## src/rtl/dadr_pkg.sv

```systemverilog
`timescale 1ns/1ps
package dadr_pkg;

   // highest word index for a given panel width and word length
   function automatic int unsigned word_limit(input int unsigned cols, input int unsigned wlen);
      return (cols + wlen - 1) / wlen - 1;
   endfunction

   // duty code 3 aliases code 2
   function automatic logic [1:0] duty_offset(input logic [1:0] code);
      return (code == 2'd3) ? 2'd2 : code;
   endfunction

endpackage

```

## src/rtl/dadr_axis_ctr.sv

```systemverilog
`timescale 1ns/1ps
module dadr_axis_ctr #(
   parameter int W = 4
) (
   input  logic         clk,
   input  logic         rst_n,
   input  logic         inc,
   input  logic         load,
   input  logic [W-1:0] load_val,
   input  logic [W-1:0] lim,
   output logic [W-1:0] q,
   output logic         at_lim
);

   // out-of-range values also fold to 0 on the next step
   assign at_lim = (q >= lim);

   always_ff @(posedge clk or negedge rst_n) begin
      if (!rst_n)      q <= '0;
      else if (load)   q <= load_val;
      else if (inc)    q <= at_lim ? '0 : q + W'(1);
   end

   assert_step_R3: assert property (@(posedge clk) disable iff (!rst_n)
      (inc && !load && !at_lim) |=> q == $past(q) + W'(1));

   // covers the X limit and the Y limit
   assert_wrap_R2: assert property (@(posedge clk) disable iff (!rst_n)
      (inc && !load && at_lim) |=> q == '0);

   assert_load_R6: assert property (@(posedge clk) disable iff (!rst_n)
      load |=> q == $past(load_val));

   assert_hold_R10: assert property (@(posedge clk) disable iff (!rst_n)
      (!inc && !load) |=> $stable(q));

endmodule

```

## src/rtl/dadr_col_map.sv

```systemverilog
`timescale 1ns/1ps
module dadr_col_map #(
   parameter int NUM_COLS = 80,
   parameter int WIDE_W   = 8,
   parameter int BW       = 8
) (
   input  logic                clk,
   input  logic                rst_n,
   input  logic                wr_stb,
   input  logic [BW-1:0]       base,
   input  logic [BW-1:0]       wlen,
   input  logic [WIDE_W-1:0]   data,
   output logic [NUM_COLS-1:0] we,
   output logic [NUM_COLS-1:0] wdata
);

   localparam int IW = $clog2(WIDE_W);

   // one window compare per dot column; columns past the panel do not exist
   for (genvar c = 0; c < NUM_COLS; c++) begin : g_col
      localparam logic [BW-1:0] CI = BW'(c);
      logic [BW-1:0] off;
      logic [IW-1:0] idx;
      logic          in_win;

      always_comb begin
         off    = CI - base;
         in_win = (CI >= base) && (off < wlen);
         idx    = IW'(wlen - BW'(1) - off);
      end

      assign we[c]    = wr_stb & in_win;
      assign wdata[c] = in_win & data[idx];
   end

   assert_we_idle_R7: assert property (@(posedge clk) disable iff (!rst_n)
      !wr_stb |-> we == '0);

   assert_we_count_R8: assert property (@(posedge clk) disable iff (!rst_n)
      $countones(we) <= WIDE_W);

endmodule

```

## src/rtl/dadr_rd_sel.sv

```systemverilog
`timescale 1ns/1ps
module dadr_rd_sel #(
   parameter int NUM_COLS = 80,
   parameter int WIDE_W   = 8,
   parameter int NARROW_W = 6,
   parameter int BW       = 8
) (
   input  logic                clk,
   input  logic                rst_n,
   input  logic                word6,
   input  logic [BW-1:0]       base,
   input  logic [NUM_COLS-1:0] row,
   output logic [WIDE_W-1:0]   rd
);

   localparam int CIW = $clog2(NUM_COLS);

   for (genvar j = 0; j < WIDE_W; j++) begin : g_bit
      logic [BW-1:0] col;
      logic          live;

      if (j < NARROW_W) begin : g_both
         always_comb begin
            col  = base + (word6 ? BW'(NARROW_W - 1 - j) : BW'(WIDE_W - 1 - j));
            live = 1'b1;
         end
      end else begin : g_wide_only
         always_comb begin
            col  = base + BW'(WIDE_W - 1 - j);
            live = !word6;
         end
      end

      assign rd[j] = live && (col < BW'(NUM_COLS)) && row[col[CIW-1:0]];
   end

   assert_narrow_top_R9: assert property (@(posedge clk) disable iff (!rst_n)
      word6 |-> rd[WIDE_W-1:NARROW_W] == '0);

endmodule

```

## src/rtl/dadr_addr_gen.sv

```systemverilog
`timescale 1ns/1ps
module dadr_addr_gen #(
   parameter int NUM_COLS = 80,
   parameter int NUM_ROWS = 18,
   parameter int ROW_BASE = 16,
   parameter int WIDE_W   = 8,
   parameter int NARROW_W = 6,
   localparam int XLIM8   = int'(dadr_pkg::word_limit(NUM_COLS, WIDE_W)),
   localparam int XLIM6   = int'(dadr_pkg::word_limit(NUM_COLS, NARROW_W)),
   localparam int XW      = $clog2(XLIM6 + 1),
   localparam int YW      = $clog2(NUM_ROWS)
) (
   input  logic                clk,
   input  logic                rst_n,
   input  logic                word6,
   input  logic [1:0]          duty_sel,
   input  logic                x_first,
   input  logic                acc_stb,
   input  logic                acc_wr,
   input  logic [WIDE_W-1:0]   wr_data,
   input  logic                x_ld,
   input  logic [XW-1:0]       x_ld_val,
   input  logic                y_ld,
   input  logic [YW-1:0]       y_ld_val,
   input  logic [NUM_COLS-1:0] row_rd,
   output logic [XW-1:0]       x_addr,
   output logic [YW-1:0]       y_addr,
   output logic [NUM_COLS-1:0] col_we,
   output logic [NUM_COLS-1:0] col_wdata,
   output logic [WIDE_W-1:0]   rd_data
);

   localparam int BW = $clog2(NUM_COLS + WIDE_W) + 1;

   if (NARROW_W >= WIDE_W)        begin : g_bad_w  $error("narrow word must be shorter"); end
   if (ROW_BASE + 2 > NUM_ROWS)   begin : g_bad_r  $error("duty range exceeds rows");     end
   if (ROW_BASE < 1)              begin : g_bad_b  $error("row base must be positive");   end

   logic [XW-1:0] x_lim;
   logic [YW-1:0] y_lim;
   logic          x_at_lim, y_at_lim;
   logic          x_inc, y_inc;
   logic [BW-1:0] base, wlen;

   always_comb begin
      x_lim = word6 ? XW'(XLIM6) : XW'(XLIM8);
      y_lim = YW'(ROW_BASE - 1) + YW'(dadr_pkg::duty_offset(duty_sel));
   end

   // carries come from the at-limit flags, never from the other counter's step
   assign x_inc = acc_stb & ( x_first | y_at_lim);
   assign y_inc = acc_stb & (~x_first | x_at_lim);

   dadr_axis_ctr #(.W(XW)) u_x (
      .clk(clk), .rst_n(rst_n), .inc(x_inc), .load(x_ld), .load_val(x_ld_val),
      .lim(x_lim), .q(x_addr), .at_lim(x_at_lim)
   );

   dadr_axis_ctr #(.W(YW)) u_y (
      .clk(clk), .rst_n(rst_n), .inc(y_inc), .load(y_ld), .load_val(y_ld_val),
      .lim(y_lim), .q(y_addr), .at_lim(y_at_lim)
   );

   always_comb begin
      wlen = word6 ? BW'(NARROW_W) : BW'(WIDE_W);
      base = word6 ? BW'(x_addr) * BW'(NARROW_W) : BW'(x_addr) * BW'(WIDE_W);
   end

   dadr_col_map #(.NUM_COLS(NUM_COLS), .WIDE_W(WIDE_W), .BW(BW)) u_map (
      .clk(clk), .rst_n(rst_n), .wr_stb(acc_stb & acc_wr), .base(base), .wlen(wlen),
      .data(wr_data), .we(col_we), .wdata(col_wdata)
   );

   dadr_rd_sel #(.NUM_COLS(NUM_COLS), .WIDE_W(WIDE_W), .NARROW_W(NARROW_W), .BW(BW)) u_rd (
      .clk(clk), .rst_n(rst_n), .word6(word6), .base(base), .row(row_rd), .rd(rd_data)
   );

   always @(posedge clk) begin
      if (!rst_n) begin
         assert_reset_R1: assert (x_addr == '0 && y_addr == '0);
      end
   end

   assert_xcarry_R4: assert property (@(posedge clk) disable iff (!rst_n)
      (acc_stb && x_first && x_at_lim && !y_ld) |=> y_addr != $past(y_addr));

   assert_ycarry_R4: assert property (@(posedge clk) disable iff (!rst_n)
      (acc_stb && !x_first && y_at_lim && !x_ld) |=> x_addr != $past(x_addr));

endmodule

```

## config.mk

```make
export PLATFORM = sky130hd
export DESIGN_NAME = dadr_addr_gen
export DESIGN_NICKNAME = d
export VERILOG_FILES = /design/src/rtl/dadr_pkg.sv /design/src/rtl/dadr_axis_ctr.sv /design/src/rtl/dadr_col_map.sv /design/src/rtl/dadr_rd_sel.sv /design/src/rtl/dadr_addr_gen.sv
export SDC_FILE = /design/constraint.sdc
export NUM_CORES = 1
export LEC_CHECK = 0
export ABC_AREA = 0
export BUFFER_PORTS_ARGS = -buffer_cell sky130_fd_sc_hd__buf_4
export CORE_MARGIN = 8
export CORE_UTILIZATION = 40
export DETAILED_ROUTE_END_ITERATION = 10
export PLACE_DENSITY_LB_ADDON = 0.2
export SYNTH_ARGS = -nofsm -noshare
export SYNTH_HDL_FRONTEND = slang
export SYNTH_SLANG_ARGS = --single-unit
```

## constraint.sdc

```tcl
create_clock -name clk -period 7.5 [get_ports clk]
set_input_delay 0 -clock clk [delete_from_list [all_inputs] [get_ports clk]]
set_output_delay 0 -clock clk [all_outputs]
set_load 0.1 [all_outputs]
```

# Yosys cells after proc, flatten, opt, wreduce, memory -nomap -nowiden
# Index checks and enable logic that the tools add are counted.
# word_totals
register_bits,9
inputBits,107
output_inout_bits,177
elab_cells,884
# classes
add_sub_neg,171
mul,1
n_lt_le_gt_ge,258
n_eq_ne,1
muxes,192
bitwise,166
reduce_logical,93
# ops
operator,count
$lt 8x4->1,80
$lt 3x4->1 const B,80
$sub 6x7->8 const A,32
$bmux 1 s3,80
$sub 3x3->3,80
$ge 6x7->1 const A,32
$and 1x1->1,163
$sub 5x7->8 const A,16
$sub 7x7->8 const A,16
$ge 5x7->1 const A,16
$ge 7x7->1 const A,16
$logic_and 1x1->1,90
$mux 1,88
$lt 7x8->1 const B,8
$sub 4x7->8 const A,8
$bmux 1 s7,8
$ge 4x7->1 const A,8
$lt 8x7->1 const B,7
$add 7x8->8,6
$sub 3x7->8 const A,4
$ge 3x7->1 const A,4
$mux 4,4
$sub 1x7->8 const A,2
$sub 2x7->8 const A,2
20 further kinds,32

# Depth between registers and ports, before layout
# Gate-level depths: netlist (run 1).
# depth
word_depth,8
mapped_depth,19
ltp_nobuf,12

# By module
# A second synthesis (run 1) with hierarchy kept.
# hier_totals
cells_unflattened,2369
area_unflattened_um2,19426.1
# by_module_without_submodules
module,n_inst,cells_each,area_per_inst_um2,seq_area_each_um2
dadr_col_map,1,1752,12761.0,0.0
dadr_rd_sel,1,497,5632.9,0.0
dadr_axis_ctr (u_y),1,47,427.9,125.1
dadr_axis_ctr (u_x),1,35,326.6,100.1
dadr_addr_gen,1,38,277.8,0.0

# Worst setup path before layout (run 1)
# OpenSTA, ideal clock, no wires.
# synth_path
kind,register to output
start,register u_x.q[2]
end,output port col_wdata[1]
arrival_time_ps,7098
required_time_ps,7500
slack_ps,402
path_stages_with_launch,16
n_path_buf,6
path_cell_list,dfrtp_1 clkbuf_1 inv_1 ha_1 xnor2_1 a21o_1 inv_2 buf_2 buf_2 buf_1 ha_1 clkbuf_1 clkbuf_1 nand3_1 or3_1 nor4_1
# synth_between
elab_chain_len,6
elab_cells_between_ends,7
classes_between,1 x add/sub; 1 x mul; 2 x order compare; 1 x mux; 1 x bitwise; 1 x reduce/logical
# synth_lines
item,line,rtl
from (decl),dadr_axis_ctr.sv:11,"output logic [W-1:0] q,"
from (signal assigned),dadr_axis_ctr.sv:20,else if (load) q <= load_val;
from (signal assigned),dadr_axis_ctr.sv:21,else if (inc) q <= at_lim ? '0 : q + W'(1);
$mul 4x2->6,dadr_addr_gen.sv:66,base = word6 ? BW'(x_addr) * BW'(NARROW_W) : BW'(x_addr) * BW'(WIDE_W);
$mux 7 *,dadr_addr_gen.sv:66,
$sub 1x7->8,dadr_col_map.sv:27,off = CI - base;
$lt 8x4->1,dadr_col_map.sv:28,in_win = (CI >= base) && (off < wlen);
$logic_and 1x1->1 *,dadr_col_map.sv:28,
$and 1x1->1 *,dadr_col_map.sv:33,assign wdata[c] = in_win & data[idx];
to (decl),dadr_addr_gen.sv:29,"output logic [NUM_COLS-1:0] col_wdata,"
# Mark *: on every way between the ends. The rest lies on a longest branch, timed or not.

# Worst setup path after layout (run 1)
# layout_path
start,register u_x.q[1]
end,output port col_wdata[74]
# layout_between
elab_chain_len,7
elab_cells_between_ends,10
classes_between,2 x add/sub; 1 x mul; 2 x order compare; 3 x mux; 1 x bitwise; 1 x reduce/logical
# layout_lines
item,line,rtl
$mul 4x2->6,dadr_addr_gen.sv:66,
$mux 7 *,dadr_addr_gen.sv:66,
$sub 7x7->8,dadr_col_map.sv:27,
$sub 3x3->3,dadr_col_map.sv:29,idx = IW'(wlen - BW'(1) - off);
$bmux 1 s3,dadr_col_map.sv:33,
$mux 1 (not written as such),dadr_col_map.sv:33,
$and 1x1->1 *,dadr_col_map.sv:33,
# Mark *: on every way between the ends. The rest lies on a longest branch, timed or not. The select of a mux whose other input is x is not followed.

==> results of run 1 <==
-- power groups by stage --
| stage | clock [mW] | combinational, mW | sequential, mW |
|---|---|---|---|
| after floorplan | 0 | 1.59 | 0.118 |
| after global placement | 0 | 2.18 | 0.0721 |
| after detailed placement | 0 | 2.18 | 0.0733 |
| after CTS | 0.0963 | 2.18 | 0.0728 |
| after global routing | 0.0981 | 2.35 | 0.0747 |
| final | 0.0948 | 2.24 | 0.0730 |
-- area by class of cell --
cell class / instances / area [µm²]
Fill cell: 1869 / 8420
Sequential cell: 9 / 226
Clock buffer: 4 / 78.8
Multi-Input combinational cell: 1012 / 6630
Inverter: 32 / 120
Timing Repair Buffer: 301 / 2260
Tap cell: 229 / 287
-- metrics by stage --
stage / std cells / total power, mW
2_1_floorplan: 1149 / 1.71
3_3_place_gp: 1581 / 2.25
3_5_place_dp: 1581 / 2.25
4_1_cts: 1587 / 2.35
5_1_grt: 1587 / 2.53
6_report: 1587 / 2.40
-- registers in the layout (all words and copies together), names as in the netlist --
| signal | flops |
|---|---|
| u_y.q | 5 |
| u_x.q | 4 |
-- layout by cell type (no fill, tap or decap), types with 5 or more instances in the layout --
cell       synthesis  layout
xor2_1             6       6
nor4_1            12      12
buf_4              5     299
nor2b_1           19      18
nor3_1            66      66
o21ai_0           51      51
nand2b_1          15      14
mux2_2            11      11
a21oi_1           69      69
mux2i_1           34      34
a32oi_1            7       7
or3_1              8       8
a21o_1            20      20
mux4_2            25      25
o21ai_1            6       6
nand2_1          173     172
dfrtp_1            9       8
o2111ai_1          6       6
ha_1              37      37
a22oi_1            9       9
o22ai_1           12      12
a221oi_1          14      14
a31oi_1           29      29
xnor2_1           18      18
a211oi_1          22      22
or4_1              6       6
and2_1            28      28
inv_1             27      27
nor3b_1            7       7
a22o_1             5       5
nor2_1           132     132
and3_1             5       5
nand4_1           14      14
nand3_1           49      49
o211ai_1           5       5
-- cells by family after synthesis --
group	Yosys count	share of synthesized area, %
adder cells (fa/ha/maj)	38	6.53
other	2	0.102
multiplexers	74	14.6
AO/OA/AOI/OAI	316	28.8
XOR/XNOR	27	3.76
AND/OR/NAND/NOR	555	35.6
flip-flops	9	3.05
buffers and inverters	128	7.50
-- how the worst max path moves through the flow --
stage	endpoint	slack [ns]	cells after the start
5_1_grt	col_wdata[43]	1.48	12
2_1_floorplan	col_wdata[1]	0.40	15
6_report	col_wdata[74]	1.55	13
3_5_place_dp	col_wdata[74]	2.06	13
4_1_cts	col_wdata[74]	1.79	13
3_3_place_gp	col_wdata[74]	2.19	13
-- layer usage --
layer | track usage, % | up-vias
li1 | - | 4691
met1 | 36.8 | 4802
met2 | 48.2 | 701
met3 | 5.56 | 85
met4 | 9.71 | 0
met5 | 0 | -
==> results.tsv, run 1 <==
metric	value	unit
status	finished clean	
CP required	7.50	ns
sequential share of power	3.0	%
Final Hold Vio Count	0	
Mapped Area	7390	µm²
CTS tree	built	
global-route wire length before repair	55.7	mm
vias per cell	6.48	
P_sw	1.62	mW
Mapped Cells	1149	
fin crit period	5.95	ns
Crit path arrival time	5.95	ns
Die Span Y	152	µm
yosys warns	0	
max cap viols	0	
hold_sp	x_ld_val[3]	
antenna cell count	0	
Clock transition at path regs	0.04	ns
post-synthesis cell type count	93	
Post-CTS Hold Fix Bufs	2	
hold depth	2	
vias in the first global route	9707	
Clock Latency Late Sink	0.23	ns
Ports	284	
Post-Route WL	36.6	mm
Async SR Flop Fraction	100	%
WP buf/inv	3	
Worst path slowest cell	fa_1	
Max-slew headroom	22.4	%
sum of negative setup slack	0	ns
Crit. Startpoint	u_x.q[1]$_DFFE_PN0P_	
worst vdd ir	0.204	mV
r2r endpoint	u_x.q[1]$_DFFE_PN0P_	
count leader, synth	nand2_1	
Setup Slack @ Placement	2.06	ns
hold endpoint	u_x.q[3]$_DFFE_PN0P_	
Congestion Overflow GR	0	
Global Route Usage Sum	29.0	%
final core utilization	53.3	%
LEAKAGE	4.23	nW
hpwl dp	28.0	mm
Fmax	168	MHz
uppermost layer routed	met4	
Pwr per Cell Area	250	nW/µm²
EDFF count, synth	0	
Final WS setup	1.55	ns
crit path kind	reg2out	
switching share of power	67.4	%
Startpoint Class	flop	
initial antenna violation count	0	
CP max stage delay	1.13	ns
design area	9610	µm²
num rows	49	
crit share post-route	79.3	%
clock skew	0.00276	ns
Final Setup Violations	0	
CTS sink cnt	9	
M1 wire length	14.7	mm
ranking of synthesized cells by area	nand2_1 8.8%, mux4_2 7.6%, nor2_1 6.7%	
DR vias	10279	
core area	18000	µm²
FF+latch count, synth	9	
Critical Path End Type	output port	
number of routed nets with antenna violations	0	
post-CTS sizing	0	
Top Family by Delay on Critical Path	adder cells	
Yosys top cell area share	8.78	%
CTS root buf	clkbuf_16	
die footprint	23100	µm²
r2r worst-path depth	7	
crit path cell chain	buf_4 -> ha_1 -> fa_1 -> mux2_4 -> clkinv_1 -> ha_1 -> a21oi_1 -> nor3_1 -> o211ai_1 -> a21oi_1 -> o21ai_0 -> nor3_1 -> buf_4	
die width	152	µm
Met3 Wirelength	3.70	mm
worst r2r src	u_x.q[1]$_DFFE_PN0P_	
DR iter-0 viols	1155	
critical path peak fanout	26	
Placed Area	9510	µm²
CTS H-tree depth	1	
clock share of power	3.9	%
routed wl met2	17.0	mm
Num CTS Buffers	3	
Max Slew Vio Count	0	
area grow syn2layout	29.9	%
routability-driven placement congestion ratio	1.01	
Logic pwr share	93.0	%
worst hold path type	in2reg	
largest net degree at the start of global routing	68	
Initial Util	41.0	%
share of layout cells above drive strength 1	26.9	%
drc violations	0	
Min Hold Slack	0.00719	ns
TritonRoute pass-1 iters	5	
worst-margin pin slew	1.16	ns
nets	1504	
unrepaired setup endpoints after global routing	false	
Routed WL per cell	23.1	µm
cell taking the most area after synthesis	nand2_1	
mean area per synthesized cell	6.43	µm²
register area share after synthesis	3.05	%
most frequent cells after synthesis	173 x nand2_1, 132 x nor2_1, 69 x a21oi_1, 66 x nor3_1, 51 x o21ai_0	
Post CTS Setup Buffer Count	0	
dominant synthesized flop cell	dfrtp_1	
flop2flop setup slack	4.31	ns
syn nets	1294	
Power Internal	783	µW
maximum buffer depth of the clock tree	2	
count of input and output buffers	283	
Power figures use the tool's default switching activity.
==> run 2, diff against run 1 <==
--- a/config.mk
+++ b/config.mk
@@ -5,7 +5,7 @@
 export SDC_FILE = /design/constraint.sdc
 export NUM_CORES = 1
 export LEC_CHECK = 0
-export ABC_AREA = 0
+export ABC_AREA = 1
 export BUFFER_PORTS_ARGS = -buffer_cell sky130_fd_sc_hd__buf_4
 export CORE_MARGIN = 8
 export CORE_UTILIZATION = 40
==> constraint.sdc (replaced) <==
create_clock -name clk -period 5.2 [get_ports clk]
set_input_delay 0 -clock clk [delete_from_list [all_inputs] [get_ports clk]]
set_output_delay 0 -clock clk [all_outputs]
set_load 0.1 [all_outputs]
==> run 2 against run 1 <==
Sequential share of layout area is essentially flat; wire length decreased by 9.0%; clock-buffer cell count is the same; register-to-register slack worse by 1.5 ns; critical path depth unchanged; clock power is 42% higher; final cell count increased by 22%; synthesized area down 3.0%; setup slack lost 0.86 ns; die area shrank 2.7%; critical endpoint is now col_wdata[12]; largest cell class unchanged; highest routed layer is now met5.
==> results.tsv, run 2 <==
metric	value	unit	change
sum of negative setup slack	0	ns	unchanged
worst hold path type	in2reg		unchanged
syn nets	1628		was 1294
critical path peak fanout	20		was 26
M1 wire length	13.8	mm	was 14.7 mm
Initial Util	40.3	%	was 41.0%
Clock transition at path regs	0.04	ns	about the same
Global Route Usage Sum	27.7	%	was 29.0%
TritonRoute pass-1 iters	6		was 5
status	finished clean		unchanged
worst-margin pin slew	0.860	ns	was 1.16 ns
max reg flops	5		unchanged
Post-Route WL	33.3	mm	was 36.6 mm
commonest cells after routing, fill and taps aside	514 x nand2_1, 301 x buf_4, 234 x nor2_1		was 299 x buf_4, 172 x nand2_1, 132 x nor2_1
Clock Latency Late Sink	0.23	ns	about the same
number of routed nets with antenna violations	0		unchanged
Met3 Wirelength	3.81	mm	was 3.70 mm
clock skew	0.00356	ns	was 0.00276 ns
Max-slew headroom	42.6	%	was 22.4%
initial antenna violation count	1		was 0
Ports	284		unchanged
crit path cell chain	ha_1 -> fa_1 -> nand2_1 -> nand3_1 -> nand2_2 -> nand2_1 -> inv_1 -> ha_1 -> clkinv_1 -> o21ai_0 -> nand3_1 -> nor2_1 -> buf_4		was buf_4 -> ha_1 -> fa_1 -> mux2_4 -> clkinv_1 -> ha_1 -> a21oi_1 -> nor3_1 -> o211ai_1 -> a21oi_1 -> o21ai_0 -> nor3_1 -> buf_4
ranking of synthesized cells by area	nand2_1 27%, nand3_1 16%, nor2_1 12%		was nand2_1 8.8%, mux4_2 7.6%, nor2_1 6.7%
area share of and/or/nand/nor cells after synthesis	61.4	%	was 35.6%
register area share after synthesis	3.14	%	was 3.05%
num rows	49		unchanged
crit path kind	reg2out		unchanged
CTS sink cnt	9		unchanged
Largest regs	u_y.q x5, u_x.q x4		unchanged
Critical Path End Type	output port		unchanged
Async SR Flop Fraction	100	%	unchanged
hpwl dp	25.5	mm	was 28.0 mm
CP required	5.20	ns	was 7.50 ns
Mapped Area	7170	µm²	was 7390 µm²
Inst Count DP	1934		was 1581
most flop-heavy register	u_y.q		unchanged
post-synthesis cell type count	50		was 93
Routed WL per cell	17.2	µm	was 23.1 µm
die width	150	µm	was 152 µm
worst vdd ir	0.469	mV	was 0.204 mV
Max Slew Vio Count	0		unchanged
global-route wire length before repair	51.4	mm	was 55.7 mm
most frequent cells after synthesis	515 x nand2_1, 234 x nor2_1, 233 x nand3_1, 120 x inv_1, 62 x o21ai_0		was 173 x nand2_1, 132 x nor2_1, 69 x a21oi_1, 66 x nor3_1, 51 x o21ai_0
die footprint	22500	µm²	was 23100 µm²
Die Span Y	150	µm	was 152 µm
share of layout cells above drive strength 1	20.7	%	was 26.9%
count of input and output buffers	283		unchanged
crit share post-route	86.6	%	
routability-driven placement congestion ratio	0.978		was 1.01
count leader, synth	nand2_1		unchanged
LEAKAGE	5.19	nW	was 4.23 nW
mux cell area share after synthesis	0.558	%	was 14.6%
fillers	1972		was 1869
Yosys top cell area share	27.0	%	was 8.78%
vias per cell	5.61		was 6.48
Synth Area in Adders	6.73	%	was 6.53%
drc violations	0		unchanged
Final Hold Vio Count	0		unchanged
unrepaired setup endpoints after global routing	false		unchanged
post-layout power	3.96	mW	was 2.40 mW
Logic pwr share	93.7	%	was 93.0%
vias in the first global route	9985		was 9707
CTS tree	built		unchanged
commonest non-fill, non-tap cell in the layout	nand2_1		was buf_4
Fmax	222	MHz	
Worst path slowest cell	clkinv_1		was fa_1
mean area per synthesized cell	4.84	µm²	was 6.43 µm²
FF+latch count, synth	9		unchanged
Crit path arrival time	4.50	ns	was 5.95 ns
Pwr per Cell Area	420	nW/µm²	was 250 nW/µm²
EDFF count, synth	0		unchanged
CTS root buf	clkbuf_16		unchanged
P_sw	2.85	mW	was 1.62 mW
core area	17800	µm²	was 18000 µm²
DR vias	10881		was 10279
sequential share of power	2.9	%	was 3.0%
nets	1858		was 1504
Final Setup Violations	0		unchanged
maximum buffer depth of the clock tree	2		unchanged
CTS H-tree depth	1		unchanged
clock share of power	3.4	%	was 3.9%
switching share of power	72.0	%	was 67.4%
Startpoint Class	flop		unchanged
cell taking the most area after synthesis	nand2_1		unchanged
Synth Area in Compound Gates	14.3	%	was 28.8%
max cap viols	0		unchanged
uppermost layer routed	met5		was met4
Power Internal	1.11	mW	was 783 µW
Num CTS Buffers	3		unchanged
Synth Area in XOR/XNOR	1.34	%	was 3.76%
Mapped Cells	1483		was 1149
DR iter-0 viols	1208		was 1155
dominant synthesized flop cell	dfrtp_1		unchanged
Reg area	225	µm²	was 226 µm²
CP max stage delay	0.56	ns	was 1.13 ns
Congestion Overflow GR	0		unchanged
antenna cell count	0		unchanged
Non-Filler Instances	1941		was 1587
yosys warns	0		unchanged
main combinational cell family by area after synthesis	simple AND/OR/NAND/NOR gates		unchanged
area of the multi-input gates	6070	µm²	was 6630 µm²
routed wl met2	15.0	mm	was 17.0 mm
largest net degree at the start of global routing	79		was 68
fin crit period	4.50	ns	
area grow syn2layout	31.6	%	was 29.9%
==> run 2: changes by cell type in the layout (fill, tap and decap cells not counted), moves of 20 or more <==
| cell | before | now |
|---|---|---|
| a21oi_1 | 69 | 44 |
| a211oi_1 | 22 | 2 |
| a21o_1 | 20 | 0 |
| mux2i_1 | 34 | 4 |
| inv_1 | 27 | 120 |
| mux4_2 | 25 | 0 |
| and2_1 | 28 | 0 |
| nand3_1 | 49 | 233 |
| a31oi_1 | 29 | 2 |
| nand2_1 | 172 | 514 |
| o211ai_1 | 5 | 30 |
| nor3_1 | 66 | 18 |
| nor2_1 | 132 | 234 |
==> run 2: cell families (layout without fill, tap and decap cells) <==
family / count (synthesis) / after routing
simple gates: 1045 / 1045
buf+inv: 207 / 436
compound gates: 167 / 167
fa+ha+maj: 38 / 38
xor+xnor: 11 / 11
flops: 9 / 9
mux: 4 / 4
other cells: 2 / 2
==> run 2: power groups by stage <==
stage	logic, mW	clock network, mW	registers [mW]
5_1_grt	4.00	0.140	0.118
4_1_cts	3.65	0.137	0.114
3_3_place_gp	3.61	0	0.114
6_report	3.71	0.135	0.115
3_5_place_dp	3.64	0	0.115
2_1_floorplan	2.67	0	0.215
==> run 2: path summary, 6_finish.rpt <==
path                                           start  cells past startpoint                   end  slack, ns
worst max-delay path            u_x.q[1]$_DFFE_PN0P_                     13         col_wdata[12]       0.70
worst min-delay path                     y_ld_val[3]                      3  u_y.q[3]$_DFFE_PN0P_     0.0009
worst max register to register  u_x.q[1]$_DFFE_PN0P_                     10  u_y.q[2]$_DFFE_PN0P_       2.79
worst min register to register  u_y.q[0]$_DFFE_PN0P_                      1  u_y.q[0]$_DFFE_PN0P_       0.62
max in group asynchronous                      rst_n                      2  u_y.q[1]$_DFFE_PN0P_       4.92
min in group asynchronous                      rst_n                      2  u_x.q[1]$_DFFE_PN0P_       0.13
==> run 2: per-stage QoR <==
stage	hold WS (ns)	util [%]	setup slack [ns]	cell area [µm²]
2_1_floorplan	-0.296	-	-0.510	7180
3_3_place_gp	-0.169	52.5	1.21	9330
3_5_place_dp	-0.168	52.5	1.03	9330
4_1_cts	0.000204	53.1	0.783	9440
5_1_grt	0.0115	53.1	0.446	9440
6_report	0.000894	53.1	0.697	9440
==> run 2: cell type report <==
cell class              count  share of cell area, %
well taps                 229                   3.04
multi-input cells        1267                   64.4
flip-flops and latches      9                   2.39
repair buffers            304                   24.3
clock buffers               4                  0.835
inverters                 128                   5.12
==> run 2: worst max-delay path, delay by kind of cell (launching register included) <==
family,cells,cell delay (ns)
simple gates,6,1.15
buf+inv,3,1.08
flops,1,0.46
compound gates,1,0.36
fa+ha+maj,3,1.19
==> run 2: timing repair <==
| item | 4_1_cts | 5_1_grt |
|---|---|---|
| endpoints found under the hold margin | 11 | 0 |
| gates resized for setup | 0 | 0 |
| buffers inserted | 0 | 0 |
| hold buffers | 3 | 0 |
==> run 2: per-layer routing <==
layer  up-vias  GRT usage [%]
li1       5249              -
met1      4892           37.3
met2       665           44.2
met3        73           4.90
met4         2           8.05
met5         -              0
==> run 3, diff against run 2 <==
--- a/config.mk
+++ b/config.mk
@@ -9,6 +9,7 @@
 export BUFFER_PORTS_ARGS = -buffer_cell sky130_fd_sc_hd__buf_4
 export CORE_MARGIN = 8
 export CORE_UTILIZATION = 40
+export CTS_CLUSTER_SIZE = 10
 export DETAILED_ROUTE_END_ITERATION = 10
 export PLACE_DENSITY_LB_ADDON = 0.2
 export SYNTH_ARGS = -nofsm -noshare
==> constraint.sdc (replaced) <==
create_clock -name clk -period 3.95 [get_ports clk]
set_input_delay 0 -clock clk [delete_from_list [all_inputs] [get_ports clk]]
set_output_delay 0 -clock clk [all_outputs]
set_load 0.1 [all_outputs]
==> run 3 against run 2 <==
Critical path depth increased by 3; wire length down 0.13%; non-clock buffer count rose by 22; utilization grew 5.6 points; clock skew up 0.0059 ns; largest cell class unchanged; setup slack got worse by 0.55 ns; die area is the same; design area rose by 11%; worst hold slack better by 0.0086 ns.
==> results.tsv, run 3 (synthesized netlist as in run 2, its figures left out) <==
metric	value	unit	change
most flop-heavy register	u_y.q		unchanged
nets	1880		was 1858
Critical Path End Type	output port		unchanged
LEAKAGE	5.33	nW	was 5.19 nW
crit path kind	reg2out		unchanged
core area	17800	µm²	unchanged
Max Slew Vio Count	0		unchanged
commonest non-fill, non-tap cell in the layout	nand2_1		unchanged
Startpoint Class	flop		unchanged
initial antenna violation count	0		was 1
Routed WL per cell	17.0	µm	was 17.2 µm
design area	10400	µm²	was 9440 µm²
clock skew	0.00946	ns	was 0.00356 ns
fin crit period	3.80	ns	
antenna cell count	0		unchanged
routability-driven placement congestion ratio	0.963		was 0.978
CP required	3.95	ns	was 5.20 ns
Ports	284		unchanged
DR vias	10839		was 10881
Min Hold Slack	0.00951	ns	was 0.000894 ns
Global Route Usage Sum	27.8	%	was 27.7%
CTS tree	built		unchanged
num rows	49		unchanged
Post-Route WL	33.3	mm	about the same
Clock Latency Late Sink	0.24	ns	was 0.23 ns
flop2flop setup slack	1.69	ns	was 2.79 ns
sum of negative setup slack	0	ns	unchanged
Die Span Y	150	µm	unchanged
CTS sink cnt	9		unchanged
Congestion Overflow GR	0		unchanged
Non-Filler Instances	1963		was 1941
Pwr per Cell Area	535	nW/µm²	was 420 nW/µm²
DR iter-0 viols	1224		was 1208
CTS root buf	clkbuf_16		unchanged
Max-slew headroom	29.6	%	was 42.6%
hpwl dp	25.8	mm	was 25.5 mm
die width	150	µm	unchanged
worst-margin pin slew	1.06	ns	was 0.860 ns
Final WS setup	0.147	ns	was 0.697 ns
maximum buffer depth of the clock tree	2		unchanged
Placed Area	10200	µm²	was 9330 µm²
critical path peak fanout	9		was 20
status	finished clean		unchanged
Fmax	263	MHz	
TritonRoute pass-1 iters	6		unchanged
Final Setup Violations	0		unchanged
crit share post-route	96.3	%	
Clock transition at path regs	0.04	ns	about the same
count of input and output buffers	283		unchanged
commonest cells after routing, fill and taps aside	509 x nand2_1, 308 x buf_4, 231 x nand3_1		was 514 x nand2_1, 301 x buf_4, 234 x nor2_1
global-route wire length before repair	51.8	mm	was 51.4 mm
Initial Util	40.3	%	unchanged
max reg flops	5		unchanged
worst vdd ir	0.514	mV	was 0.469 mV
max cap viols	0		unchanged
drc violations	0		unchanged
area grow syn2layout	45.4	%	was 31.6%
Final Hold Vio Count	0		unchanged
unrepaired setup endpoints after global routing	false		unchanged
share of layout cells above drive strength 1	31.0	%	was 20.7%
Inst Count DP	1953		was 1934
number of routed nets with antenna violations	0		unchanged
worst hold path type	in2reg		unchanged
Crit path arrival time	3.80	ns	was 4.50 ns
CTS H-tree depth	1		unchanged
die footprint	22500	µm²	unchanged
vias per cell	5.52		was 5.61
largest net degree at the start of global routing	53		was 79
Num CTS Buffers	3		unchanged
Setup Slack @ Placement	0.298	ns	was 1.03 ns
Largest regs	u_y.q x5, u_x.q x4		unchanged
fillers	1842		was 1972
vias in the first global route	10132		was 9985
-- run 3: cell types whose count changed in the layout (fill, tap and decap cells not counted), sizes merged --
cell	delta
buf	+21
dlygate4sd3	+1
clkbuf	-1
clkinv	+1
-- run 3: cell type report --
| cell class | instances | area, µm² | area share [%] |
|---|---|---|---|
| multi-input combinational | 1267 | 6820 | 65.4 |
| timing repair buffer | 326 | 2530 | 24.2 |
| inverter | 128 | 483 | 4.63 |
| tap | 229 | 287 | 2.75 |
| sequential | 9 | 235 | 2.26 |
| clock buffer | 3 | 75.1 | 0.720 |
| clock inverter | 1 | 5.00 | 0.0480 |
-- run 3: through the flow --
step	utilization [%]	total power [mW]
global route	58.7	5.99
CTS	57.9	5.42
floorplan	-	3.99
global placement	57.3	5.19
detailed placement	57.3	5.22
finish	58.7	5.58
-- run 3: critical path: stages (launching register included) --
cell,delay (ns)
dfrtp_4,0.52
ha_4,0.19
fa_2,0.58
nand2_2,0.11
nand2_4,0.18
ha_1,0.28
inv_1,0.08
ha_1,0.22
nand2_1,0.07
nor2_1,0.04
nor3_2,0.26
buf_4,0.17
nand3_1,0.10
a21oi_1,0.18
nand2_2,0.18
nor2_4,0.11
buf_4,0.29
-- run 3: report_power, final --
group | switching [mW] | internal, mW | total (mW)
clock network | 0.0495 | 0.134 | 0.183
registers | 0.0410 | 0.115 | 0.156
logic | 3.89 | 1.35 | 5.24
-- run 3: metal layers --
| metal | track usage (%) | up-vias | share of wire [%] |
|---|---|---|---|
| met5 | 0 | - | 0 |
| li1 | - | 5313 | - |
| met3 | 7.44 | 81 | 12 |
| met1 | 35.5 | 4862 | 40 |
| met2 | 45.3 | 583 | 46 |
| met4 | 7.20 | 0 | 2.5 |
-- run 3: timing repair --
item	4_1_cts	5_1_grt
endpoints found under the hold margin	12	0
buffers inserted	0	2
endpoints found under the setup margin	0	70
resized for setup	0	30
hold buffers	4	0
-- run 3: final timing paths --
| check | cells past startpoint | from | endpoint |
|---|---|---|---|
| setup / recovery | 16 | u_x.q[1]$_DFFE_PN0P_ | col_wdata[45] |
| hold / removal | 3 | x_ld_val[2] | u_x.q[2]$_DFFE_PN0P_ |
| setup reg to reg | 11 | u_x.q[0]$_DFFE_PN0P_ | u_y.q[2]$_DFFE_PN0P_ |
| hold reg to reg | 2 | u_y.q[1]$_DFFE_PN0P_ | u_y.q[1]$_DFFE_PN0P_ |
| max in group asynchronous | 2 | rst_n | u_x.q[0]$_DFFE_PN0P_ |
| min in group asynchronous | 2 | rst_n | u_y.q[1]$_DFFE_PN0P_ |
